--- src/rtl/intr_level_pkg.sv ---
package intr_level_pkg;
  typedef struct packed {
    logic loadSummary;
    logic loadId;
  } dpStrobe_t;
endpackage

--- src/rtl/intr_level_dp.sv ---
module intr_level_dp
  import intr_level_pkg::*;
#(
  parameter int VW      = 64,
  parameter int LW      = 5,
  parameter int SW_MIN  = 1,
  parameter int SW_MAX  = 16,
  parameter int EXT_MIN = 16,
  parameter int EXT_MAX = 32
) (
  input  logic          clk,
  input  logic          rstN,
  input  logic [VW-1:0] swReq,
  input  logic [VW-1:0] extStatus,
  input  logic [LW-1:0] curIpl,
  input  dpStrobe_t     strobe,
  output logic          aboveIpl,
  output logic [VW-1:0] summaryReg,
  output logic [LW-1:0] intIdReg
);
  logic [LW-1:0] swLvl, extLvl, level;
  logic [VW-1:0] mask;
  logic          extHit;

  // Priority scan: later (higher) indices overwrite earlier ones.
  always_comb begin
    swLvl  = '0;
    extLvl = '0;
    extHit = 1'b0;
    mask   = '0;
    for (int i = SW_MIN; i < SW_MAX; i++) begin
      if (swReq[i]) begin
        swLvl   = LW'(i - SW_MIN + 1);
        mask[i] = 1'b1;
      end
    end
    for (int i = EXT_MIN; i < EXT_MAX; i++) begin
      if (extStatus[i]) begin
        extLvl  = LW'(i);
        extHit  = 1'b1;
        mask[i] = 1'b1;
      end
    end
    level    = extHit ? extLvl : swLvl;
    aboveIpl = (level != '0) && (level > curIpl);
  end

  always_ff @(posedge clk or negedge rstN) begin
    if (!rstN) begin
      summaryReg <= '0;
      intIdReg   <= '0;
    end else begin
      if (strobe.loadSummary) summaryReg <= mask;
      if (strobe.loadId)      intIdReg   <= level;
    end
  end
endmodule

--- src/rtl/intr_level_ctrl.sv ---
module intr_level_ctrl
  import intr_level_pkg::*;
(
  input  logic      clk,
  input  logic      rstN,
  input  logic      chkEnSet,
  input  logic      specMode,
  input  logic      privMode,
  input  logic      asyncTrapReq,
  input  logic      irqAck,
  input  logic      aboveIpl,
  output dpStrobe_t strobe,
  output logic      chkEn,
  output logic      trapPulse,
  output logic      enteringIrq,
  output logic      asyncErr
);
  logic checkRun, takeTrap;

  assign checkRun = chkEn & ~specMode & ~privMode;
  assign takeTrap = checkRun & aboveIpl;

  always_comb begin
    strobe.loadSummary = takeTrap;
    strobe.loadId      = takeTrap;
  end

  always_ff @(posedge clk or negedge rstN) begin
    if (!rstN) begin
      chkEn       <= 1'b0;
      trapPulse   <= 1'b0;
      enteringIrq <= 1'b0;
      asyncErr    <= 1'b0;
    end else begin
      chkEn       <= chkEnSet | (chkEn & ~checkRun);
      trapPulse   <= takeTrap;
      enteringIrq <= takeTrap | (enteringIrq & ~irqAck);
      asyncErr    <= checkRun & asyncTrapReq;
    end
  end
endmodule

--- src/rtl/intr_level_arbiter.sv ---
module intr_level_arbiter
  import intr_level_pkg::*;
#(
  parameter int VW      = 64,
  parameter int LW      = 5,
  parameter int SW_MIN  = 1,
  parameter int SW_MAX  = 16,
  parameter int EXT_MIN = 16,
  parameter int EXT_MAX = 32
) (
  input  logic          clk,
  input  logic          rstN,
  input  logic [VW-1:0] swReq,
  input  logic [VW-1:0] extStatus,
  input  logic [LW-1:0] curIpl,
  input  logic          chkEnSet,
  input  logic          specMode,
  input  logic          privMode,
  input  logic          asyncTrapReq,
  input  logic          irqAck,
  output logic          chkEn,
  output logic          trapPulse,
  output logic          enteringIrq,
  output logic          asyncErr,
  output logic [VW-1:0] summaryReg,
  output logic [LW-1:0] intIdReg
);
  dpStrobe_t strobe;
  logic      aboveIpl;

  intr_level_ctrl i_ctrl (
    .clk(clk), .rstN(rstN), .chkEnSet(chkEnSet), .specMode(specMode),
    .privMode(privMode), .asyncTrapReq(asyncTrapReq), .irqAck(irqAck),
    .aboveIpl(aboveIpl), .strobe(strobe), .chkEn(chkEn),
    .trapPulse(trapPulse), .enteringIrq(enteringIrq), .asyncErr(asyncErr)
  );

  intr_level_dp #(
    .VW(VW), .LW(LW), .SW_MIN(SW_MIN), .SW_MAX(SW_MAX),
    .EXT_MIN(EXT_MIN), .EXT_MAX(EXT_MAX)
  ) i_dp (
    .clk(clk), .rstN(rstN), .swReq(swReq), .extStatus(extStatus),
    .curIpl(curIpl), .strobe(strobe), .aboveIpl(aboveIpl),
    .summaryReg(summaryReg), .intIdReg(intIdReg)
  );
endmodule

--- config.mk ---
export PLATFORM = sky130hd
export DESIGN_NAME = intr_level_arbiter
export DESIGN_NICKNAME = d
export VERILOG_FILES = /design/src/rtl/intr_level_pkg.sv /design/src/rtl/intr_level_dp.sv /design/src/rtl/intr_level_ctrl.sv /design/src/rtl/intr_level_arbiter.sv
export SDC_FILE = /design/constraint.sdc
export NUM_CORES = 1
export LEC_CHECK = 0
export BUFFER_PORTS_ARGS = -buffer_cell sky130_fd_sc_hd__buf_2
export CAP_MARGIN = 20
export CORE_UTILIZATION = 34
export CTS_BUF_LIST = sky130_fd_sc_hd__clkbuf_16
export CTS_CLUSTER_DIAMETER = 30
export DETAILED_ROUTE_END_ITERATION = 8
export PLACE_DENSITY_LB_ADDON = 0.1
export SETUP_SLACK_MARGIN = 0.3
export SYNTH_ARGS = -nofsm -noshare
export SYNTH_HDL_FRONTEND = slang
export SYNTH_HIERARCHICAL = 1
export SYNTH_SLANG_ARGS = --single-unit
--- constraint.sdc ---
create_clock -name clk -period 1.6 [get_ports clk]
set_clock_uncertainty 0.15 [all_clocks]
set_input_delay 0.08 -clock clk [delete_from_list [all_inputs] [get_ports clk]]
set_output_delay 0.08 -clock clk [all_outputs]
set_load 0.01 [all_outputs]
==> impl_metrics.tcl, run 1 <==
set metrics [dict create \
    cp_cell_sequence "buf_4 > nor4_4 > o31a_1 > nor4_2 > buf_4 > nor4_4 > nor2_1 > ha_1 > nor2b_4 > o21ai_1 > a21oi_1 > a211oi_2 > a211oi_2 > and3_4 > buf_12 > mux2_2" \
    hold_viol 0 \
    clkTransAtPathRegs_ns 0.06 \
    dr_total_vias 1964 \
    grt_max_degree 25 \
    grt-ovfl-total 0 \
    synth_cell_types 38 \
    syn_area_mm2 0.00228 \
    die_area_mm2 0.00703 \
    hp-start "extStatus[24]" \
    drc_errors 16 \
    critPathMaxFanout 13 \
    holdPathStages 3 \
    antenna_left 0 \
    synth-edff-count 0 \
    wl_per_cell_um 13.7 \
    synth_top_cell_area_share_pct 43.9 \
    dpl.hpwl_mm 4.29 \
    final_area_mm2 0.00364 \
    violations "design-rule violations, negative setup slack" \
    dr.pass1.iters 6 \
    cp_slowest_cell "mux2_2" \
    clock-sinks 40 \
    crit_arrival_ns 2.80 \
    wirelength_mm 5.88 \
    seqCellArea_mm2 0.00100 \
    synth_top_family_by_area "multiplexers" \
    ys_ff_latch 40 \
    max_stage_delay_ns 0.34 \
    setup_viol 38 \
    drt_iter0_markers 103 \
    holdPathEnd "i_dp/summaryReg[24]$_DFFE_PN0P_" \
    clock_latency_ns 0.28 \
    drv_slew 0 \
    place_congestion 0.722 \
    ys_seq_area_share_pct 43.9 \
    cp.required_ns 1.62 \
    leakage_uw 0.00178 \
    die_width_um 83.9 \
    syn_to_final_growth_pct 59.9 \
    cts_root_buf "clkbuf_16" \
    numCtsBuffers 5 \
    reg2reg_to "i_dp/summaryReg[10]$_DFFE_PN0P_" \
    r2r_slack_ns 0.21 \
    hold_class "in2reg" \
    ys.warnings.count 6 \
    synthFlopType "dfrtp_1" \
    fin_crit_ns 2.78 \
    io_pins 213 \
    grt_setup_unrepaired "true" \
    yosysTopAreaCell "dfrtp_1" \
    rr_worst_depth 3 \
    clockBufferDepth 2 \
    multiInputGateArea_mm2 0.00128 \
    min_period_over_period_pct 174 \
    syn-instance-count 201 \
    muxShareOfSynthArea_pct 16.0 \
    core_region_area_mm2 0.00642 \
    worst-setup-path-type "in2reg" \
    setup_ws_ns -1.18 \
    syn_avg_cell_area_um2 11.3 \
    htreeDepth 2 \
    fmax_mhz 360 \
    synthTopCellsByArea "dfrtp_1 (44%), mux2_2 (15%), buf_4 (12%)" \
    synth_common_cells "dfrtp_1 (40), buf_4 (35), mux2_2 (31)" \
    dieHeight_um 83.9 \
    yosys.area_share.simple_pct 15.1 \
    cts_tree "yes" \
    synthAdderAreaFrac_pct 2.75 \
    antennaDiodeCount 0 \
    synthMostInstantiatedCell "dfrtp_1" \
    grt_use_total_pct 17.2 \
    status "complete, but fails checks" \
    peakVddDrop_mv 0.634 \
    grt_pass1_vias 2040 \
    placed_cell_area_mm2 0.00304 \
    port_buffers 82 \
    synth_xor_area_share_pct 0 \
    initial_core_util_pct 35.5 \
    critPathLaunchType "primary input" \
    grt_pass1_wl_mm 9.67 \
    synth_compound_area_share_pct 8.40 \
    power_density_mw_per_mm2 967 \
    rows 29 \
    maxCapViolations 0 \
    antenna_found_initial 0 \
    cp-end-kind "flip-flop" \
    drive_gt1_share_pct 55.4 \
    drt-vias-per-instance 4.58 \
    num-fill-cells 589 \
    async_flop_share_pct 100 \
    r2r-start "i_ctrl/chkEn$_DFF_PN0_" \
    nets 496 \
    fin_setup_tns_ns -42.32 \
    hold_slack_ns 0.000599 \
]
-- routing by layer --
layer	vias up	wire length [um]	GRT usage, %
met3	8	273	3.46
met1	948	2570	22.0
met5	-	0	0
li1	945	-	-
met2	63	2960	29.1
met4	0	73	5.64
-- through the flow --
stage	utilization [%]	power [uW]	setup WS [ns]	cells
global placement	47.4	2230	-1.41	395
finish	56.7	3520	-1.18	429
CTS	54.8	3500	-1.12	426
detailed placement	47.4	2250	-1.46	395
floorplan	-	1840	-1.26	233
global route	56.7	3710	-1.27	429
-- cell type report --
cell class | instances | share of cell area, %
Clock inverter | 3 | 1.03
Tap cell | 77 | 2.64
Sequential cell | 40 | 27.5
Multi-Input combinational cell | 145 | 35.1
Clock buffer | 5 | 3.43
Inverter | 10 | 1.10
Timing Repair Buffer | 149 | 29.3
-- worst max-delay path, delay by kind of cell --
family                   cells  cell delay, ns
multiplexers                 1            0.34
AO/OA/AOI/OAI                5            0.67
AND/OR/NAND/NOR              6            0.96
adder cells (fa/ha/maj)      1            0.31
buffers and inverters        3            0.44
-- registers in the layout (all words and copies together) (netlist names) --
signal              cells
i_ctrl/asyncErr         1
i_ctrl/chkEn            1
i_ctrl/enteringIrq      1
i_ctrl/trapPulse        1
i_dp/intIdReg           5
i_dp/summaryReg        31
-- worst max-delay path by stage --
stage	startpoint	end	slack, ns	cells after the start
2_1_floorplan	extStatus[30]	i_dp/summaryReg[10]$_DFFE_PN0P_	-1.26	14
3_3_place_gp	swReq[10]	i_dp/summaryReg[10]$_DFFE_PN0P_	-1.41	14
3_5_place_dp	extStatus[16]	i_dp/summaryReg[11]$_DFFE_PN0P_	-1.46	14
4_1_cts	extStatus[17]	i_dp/summaryReg[7]$_DFFE_PN0P_	-1.12	14
5_1_grt	swReq[6]	i_dp/summaryReg[21]$_DFFE_PN0P_	-1.27	16
6_report	swReq[6]	i_dp/summaryReg[10]$_DFFE_PN0P_	-1.18	16
-- cells in the final DEF (no fill, tap or decap), types with 3 or more instances in the layout --
cell | netlist | final
buf_2 | 0 | 75
buf_4 | 35 | 42
dfrtp_1 | 40 | 40
conb_1 | 1 | 33
mux2_4 | 1 | 23
dlygate4sd3_1 | 0 | 19
nor2_1 | 19 | 17
inv_1 | 10 | 9
mux2_2 | 31 | 9
buf_6 | 0 | 8
nor4_4 | 3 | 7
clkbuf_16 | 0 | 5
nand2_1 | 5 | 5
ha_1 | 5 | 5
buf_12 | 0 | 4
nand2b_1 | 3 | 3
nor2b_1 | 4 | 3
o21ai_1 | 2 | 3
a211oi_2 | 2 | 3
-- cells by family (layout without fill, tap and decap cells) --
| group | after synthesis | after routing |
|---|---|---|
| AO/OA/AOI/OAI | 24 | 24 |
| adder cells (fa/ha/maj) | 5 | 5 |
| buffers and inverters | 48 | 167 |
| flip-flops | 40 | 40 |
| multiplexers | 32 | 32 |
| other | 1 | 33 |
| AND/OR/NAND/NOR | 51 | 51 |
-- where the power goes --
part	total [uW]	internal, uW	switching, uW	leakage (uW)
Sequential	1340	1230	113	0.000467
Combinational	1060	591	474	0.00123
Clock	1120	725	396	0.0000789
Total	3520	2540	983	0.00178
-- repair_timing --
item / in CTS / in global routing
resized for setup: 26 / 26
buffers inserted: 4 / 3
setup endpoints to repair: 38 / 38
cloned: 0 / 0
pin swaps: 3 / 3
endpoints found under the hold margin: 56 / 0
hold buffers: 19 / 0
No activity file was read; power rests on OpenSTA's default activity.
==> run 2: changes to the inputs <==
--- a/config.mk
+++ b/config.mk
@@ -11,6 +11,7 @@
 export CTS_BUF_LIST = sky130_fd_sc_hd__clkbuf_16
 export CTS_CLUSTER_DIAMETER = 30
 export DETAILED_ROUTE_END_ITERATION = 8
+export GPL_TIMING_DRIVEN = 0
 export PLACE_DENSITY_LB_ADDON = 0.1
 export SETUP_SLACK_MARGIN = 0.3
 export SYNTH_ARGS = -nofsm -noshare
==> run 2 against run 1 <==
The flow still finishes with violations (design-rule violations, negative setup slack). Core utilization is 1.9 points higher. Maximum frequency is 0.18% lower. Sequential power hardly changed. Power is 4.6% lower. Critical endpoint is now i_dp/summaryReg[8]$_DFFE_PN0P_. Largest power group unchanged. Highest routed layer unchanged.
==> impl_metrics.tcl, run 2 (synthesis gave the netlist of run 1 again) <==
set metrics [dict create \
    layout_commonest_cell "buf_2" \
    fin_setup_tns_ns -42.93 \
    grt_pass1_vias 1911 \
    fin_crit_ns 2.78 \
    holdPathEnd "i_ctrl/asyncErr$_DFF_PN0_" \
    reg2reg_to "i_dp/summaryReg[8]$_DFFE_PN0P_" \
    clock-sinks 40 \
    port_buffers 82 \
    core_region_area_mm2 0.00642 \
    clkTransAtPathRegs_ns 0.06 \
    grtUsageMet2_pct 28.4 \
    setup_ws_ns -1.18 \
    violations "design-rule violations, negative setup slack" \
    antenna_found_initial 0 \
    regMostFlops "i_dp/summaryReg" \
    grt_busiest_layer "met2" \
    grt-ovfl-total 0 \
    cts_tree "yes" \
    io_pins 213 \
    die_area_mm2 0.00703 \
    r2r-start "i_ctrl/chkEn$_DFF_PN0_" \
    num-fill-cells 553 \
    place_congestion 0.766 \
    drive_gt1_share_pct 53.1 \
    grt_use_total_pct 16.4 \
    crit_arrival_ns 2.80 \
    drv_slew 0 \
    maxCapViolations 0 \
    mostFrequentLayoutCells "buf_2 (73), buf_4 (43), dfrtp_1 (40)" \
    worst-slew-pin-transition_ns 0.567 \
    nets 513 \
    met1_usage_pct 19.9 \
    die_width_um 83.9 \
    min_period_over_period_pct 174 \
    drt_iter0_markers 53 \
    drt-vias-per-instance 4.36 \
    antennaDiodeCount 0 \
    rr_worst_depth 4 \
    initial_core_util_pct 35.5 \
    wirelength_mm 5.73 \
    rows 29 \
    cp-end-kind "flip-flop" \
    dr_total_vias 1944 \
    critPathLaunchType "primary input" \
    leakage_uw 0.00185 \
    antenna_left 0 \
    clockBufferDepth 2 \
    clock_latency_ns 0.28 \
    r2r_slack_ns 0.11 \
    cts_root_buf "clkbuf_16" \
    fmax_mhz 360 \
    slew_headroom_pct 62.2 \
    htreeDepth 2 \
    syn_to_final_growth_pct 65.3 \
    dieHeight_um 83.9 \
    hold_class "in2reg" \
    worst-setup-path-type "in2reg" \
    met3_usage_pct 3.36 \
    hp-start "privMode" \
    setup_viol 38 \
    hold_viol 0 \
    grt_max_degree 41 \
    dr.pass1.iters 6 \
    dpl.hpwl_mm 4.01 \
    wl_per_cell_um 12.9 \
    grt_setup_unrepaired "true" \
    cp.required_ns 1.62 \
    status "complete, but fails checks" \
    critPathMaxFanout 10 \
    peakVddDrop_mv 0.544 \
    grt_pass1_wl_mm 9.07 \
    top_regs "i_dp/summaryReg x31, i_dp/intIdReg x5" \
    post-route-util_pct 58.6 \
    drc_errors 15 \
    largest_reg_flops 31 \
    power_density_mw_per_mm2 893 \
    holdPathStages 3 \
    numCtsBuffers 5 \
]
## run 2: changes by cell type in the layout (fill, tap and decap cells not counted), moves of 2 or more
cell	previous run	this run
dlygate4sd3_1	19	35
mux2_2	9	13
mux2_4	23	19
buf_2	75	73
buf_8	1	3
## run 2: cell type report
cell class	instances	area, um2	area share, %
Clock buffer	5	125	3.32
Sequential cell	40	1000	26.6
Inverter	10	40.0	1.06
Tap cell	77	96.3	2.56
Buffer	38	330	8.77
Clock inverter	3	15.0	0.399
Multi-Input combinational cell	145	1250	33.1
Timing Repair Buffer	128	911	24.2
## run 2: metal layers
| layer | share of wire [%] | vias up |
|---|---|---|
| met5 | 0 | - |
| met4 | 1.3 | 0 |
| met3 | 5.2 | 7 |
| met2 | 49 | 64 |
| met1 | 44 | 894 |
| li1 | - | 979 |
## run 2: worst max-delay path, cell delays in order
cell,delay (ns)
buf_8,0.11
nor4_4,0.34
nand4_4,0.15
nor4_4,0.30
nor2_1,0.07
ha_1,0.29
nor2b_1,0.13
o21ai_1,0.08
a21oi_2,0.15
a211oi_2,0.06
a211oi_2,0.18
and3_4,0.23
buf_6,0.14
buf_12,0.14
mux2_2,0.33
## run 2: power by group
group / internal [uW] / leakage, uW / total (uW) / switching (uW)
Combinational: 607 / 0.00131 / 1080 / 469
Sequential: 1230 / 0.000467 / 1330 / 103
Clock: 566 / 0.0000687 / 957 / 391
Total: 2400 / 0.00185 / 3360 / 963
## run 2: how the worst max path moves through the flow
stage / from / end
floorplan: extStatus[30] / i_dp/summaryReg[10]$_DFFE_PN0P_
CTS: extStatus[27] / i_dp/summaryReg[15]$_DFFE_PN0P_
global placement: extStatus[30] / i_dp/summaryReg[8]$_DFFE_PN0P_
detailed placement: extStatus[30] / i_dp/summaryReg[23]$_DFFE_PN0P_
finish: extStatus[20] / i_dp/summaryReg[8]$_DFFE_PN0P_
global route: extStatus[25] / i_dp/summaryReg[8]$_DFFE_PN0P_
## run 2: through the flow
| step | setup WS [ns] | power (uW) | hold WS, ns | cells | instance area (um2) |
|---|---|---|---|---|---|
| 2_1_floorplan | -1.26 | 1840 | -0.366 | 233 | 2480 |
| 3_5_place_dp | -1.75 | 2230 | 0.122 | 392 | 2990 |
| 4_1_cts | -1.20 | 3330 | -0.0334 | 443 | 3650 |
| 3_3_place_gp | -1.75 | 2210 | 0.115 | 392 | 2990 |
| 6_report | -1.18 | 3360 | 0.00465 | 446 | 3770 |
| 5_1_grt | -1.30 | 3540 | 0.0228 | 446 | 3770 |
## run 2: timing repair
item | 4_1_cts | 5_1_grt
setup buffers | 9 | 2
resized for setup | 30 | 23
hold buffers | 34 | 1
hold endpoints to repair | 72 | 1
endpoints found under the setup margin | 38 | 78
pin swaps | 7 | 2
==> run 3: changes to the inputs <==
==> constraint.sdc (replaced) <==
create_clock -name clk -period 1.6 [get_ports clk]
set_clock_uncertainty 0.15 [all_clocks]
set_input_delay 0.16 -clock clk [delete_from_list [all_inputs] [get_ports clk]]
set_output_delay 0.16 -clock clk [all_outputs]
set_load 0.01 [all_outputs]
==> run 3 against run 2 <==
Final cell count decreased by 4.5%. Clock power barely moved. The flow finishes with violations (design-rule violations, negative hold slack, negative setup slack). Hold slack got worse by 0.14 ns. Largest cell class unchanged. Core utilization down 3.2 points. Count of clock-buffer cells in the layout is the same.
==> impl_metrics.tcl, run 3 (synthesis gave the netlist of run 1 again) <==
set metrics [dict create \
    status "complete, but fails checks" \
    violations "design-rule violations, negative hold slack, negative setup slack" \
    cp.required_ns 1.61 \
    clock-sinks 40 \
    rows 29 \
    top_regs "i_dp/summaryReg x31, i_dp/intIdReg x5" \
    cp_cell_sequence "buf_2 > o31a_1 > nor4_2 > nor4_4 > nor2_1 > ha_1 > nor2b_1 > o21ai_1 > a21oi_2 > a211oi_2 > a211oi_2 > and3_4 > buf_6 > buf_12 > mux2_4" \
    grt_use_total_pct 15.9 \
    cp_common_cell "a211oi_2" \
    place_congestion 0.766 \
    htreeDepth 2 \
    setup_viol 38 \
    largest_reg_flops 31 \
    slew_headroom_pct 39.5 \
    fin_setup_tns_ns -46.20 \
    num-fill-cells 576 \
    drt_iter0_markers 60 \
    antenna_left 0 \
    io_pins 213 \
    initial_core_util_pct 35.5 \
    grt_pass1_vias 1817 \
    maxCapViolations 0 \
    antenna_found_initial 0 \
    layout_commonest_cell "buf_2" \
    clkTransAtPathRegs_ns 0.06 \
    regMostFlops "i_dp/summaryReg" \
    worst-slew-pin-transition_ns 0.907 \
    startpoint "swReq[4]" \
    critPathBufInv 3 \
    fin_crit_ns 2.87 \
    power_density_mw_per_mm2 933 \
    core_region_area_mm2 0.00642 \
    drv_slew 0 \
    fin_cells 426 \
    crit_arrival_ns 2.88 \
    clockBufferDepth 2 \
    drc_errors 15 \
    port_buffers 82 \
    max_stage_delay_ns 0.49 \
    critPathMaxFanout 10 \
    hold_viol 40 \
    fmax_mhz 348 \
    numCtsBuffers 5 \
    cp_slowest_cell "nor4_2" \
    grt_max_degree 41 \
    wirelength_mm 5.63 \
    cp-end-kind "flip-flop" \
    critPathLaunchType "primary input" \
    leakage_uw 0.00176 \
    die_width_um 83.9 \
    crit_family "simple AND/OR/NAND/NOR gates" \
    post-route-util_pct 55.4 \
    grt-ovfl-total 0 \
    wl_per_cell_um 13.2 \
    worst-setup-path-type "in2reg" \
    antennaDiodeCount 0 \
    hold_class "in2async" \
    min_period_over_period_pct 179 \
    dr_total_vias 1875 \
    nets 493 \
    hold_slack_ns -0.140 \
    cts_hold_buf 15 \
    dieHeight_um 83.9 \
    place_inst 392 \
    mostFrequentLayoutCells "buf_2 (74), buf_4 (43), dfrtp_1 (40)" \
    r2r-start "i_ctrl/chkEn$_DFF_PN0_" \
    dpl.hpwl_mm 4.01 \
    syn_to_final_growth_pct 56.2 \
    drive_gt1_share_pct 56.2 \
    grt_pass1_wl_mm 8.73 \
    cts_tree "yes" \
    peakVddDrop_mv 0.529 \
    dr.pass1.iters 6 \
    setup_ws_ns -1.27 \
    cts_root_buf "clkbuf_16" \
    drt-vias-per-instance 4.40 \
    clock_latency_ns 0.28 \
    die_area_mm2 0.00703 \
    grt_setup_unrepaired "true" \
    total_power_uw 3320 \
]
-- run 3: cell count changes in the layout (fill, tap and decap cells not counted) --
| cell | previous run | this run |
|---|---|---|
| mux2_4 | 19 | 18 |
| buf_2 | 73 | 74 |
| mux2_2 | 13 | 14 |
| clkbuf_4 | 1 | 0 |
| dlygate4sd3_1 | 35 | 15 |
-- run 3: layout make-up --
type / instances / area, um2 / area share [%]
sequential: 40 / 1000 / 28.1
tap: 77 / 96.3 / 2.71
clock buffer: 5 / 125 / 3.51
timing repair buffer: 108 / 708 / 19.9
buffer: 38 / 330 / 9.28
inverter: 10 / 40.0 / 1.12
clock inverter: 3 / 15.0 / 0.422
multi-input combinational: 145 / 1240 / 34.9
-- run 3: repair_timing --
item	4_1_cts	5_1_grt
endpoints found under the setup margin	38	38
pin swaps	7	2
hold endpoints to repair	53	40
setup buffers	9	2
gates resized for setup	30	21
-- run 3: worst paths after layout --
path,cells past startpoint,endpoint,slack [ns]
setup reg to reg,4,i_dp/summaryReg[8]$_DFFE_PN0P_,0.12
hold reg to reg,2,i_dp/intIdReg[1]$_DFFE_PN0P_,0.34
max in group asynchronous,1,i_dp/intIdReg[1]$_DFFE_PN0P_,0.87
min in group clk,2,i_dp/summaryReg[4]$_DFFE_PN0P_,0.01
setup / recovery,15,i_dp/summaryReg[16]$_DFFE_PN0P_,-1.27
hold / removal,1,i_dp/summaryReg[5]$_DFFE_PN0P_,-0.14
-- run 3: per-stage QoR --
| stage | instance area, um2 | setup WS, ns |
|---|---|---|
| after floorplan | 2480 | -1.34 |
| after global placement | 2990 | -1.83 |
| after detailed placement | 2990 | -1.83 |
| after CTS | 3460 | -1.28 |
| after global routing | 3560 | -1.38 |
| final | 3560 | -1.27 |
-- run 3: layer usage --
layer | GRT usage [%] | part of all wire (%) | vias up
met2 | 27.6 | 50 | 62
li1 | - | - | 941
met1 | 19.4 | 44 | 867
met4 | 6.11 | 1.1 | 0
met3 | 3.07 | 5.1 | 5
met5 | 0 | 0 | -
-- run 3: power breakdown --
| part | internal (uW) | switching [uW] |
|---|---|---|
| Combinational | 571 | 464 |
| Clock | 566 | 392 |
| Sequential | 1230 | 103 |
| Total | 2360 | 959 |
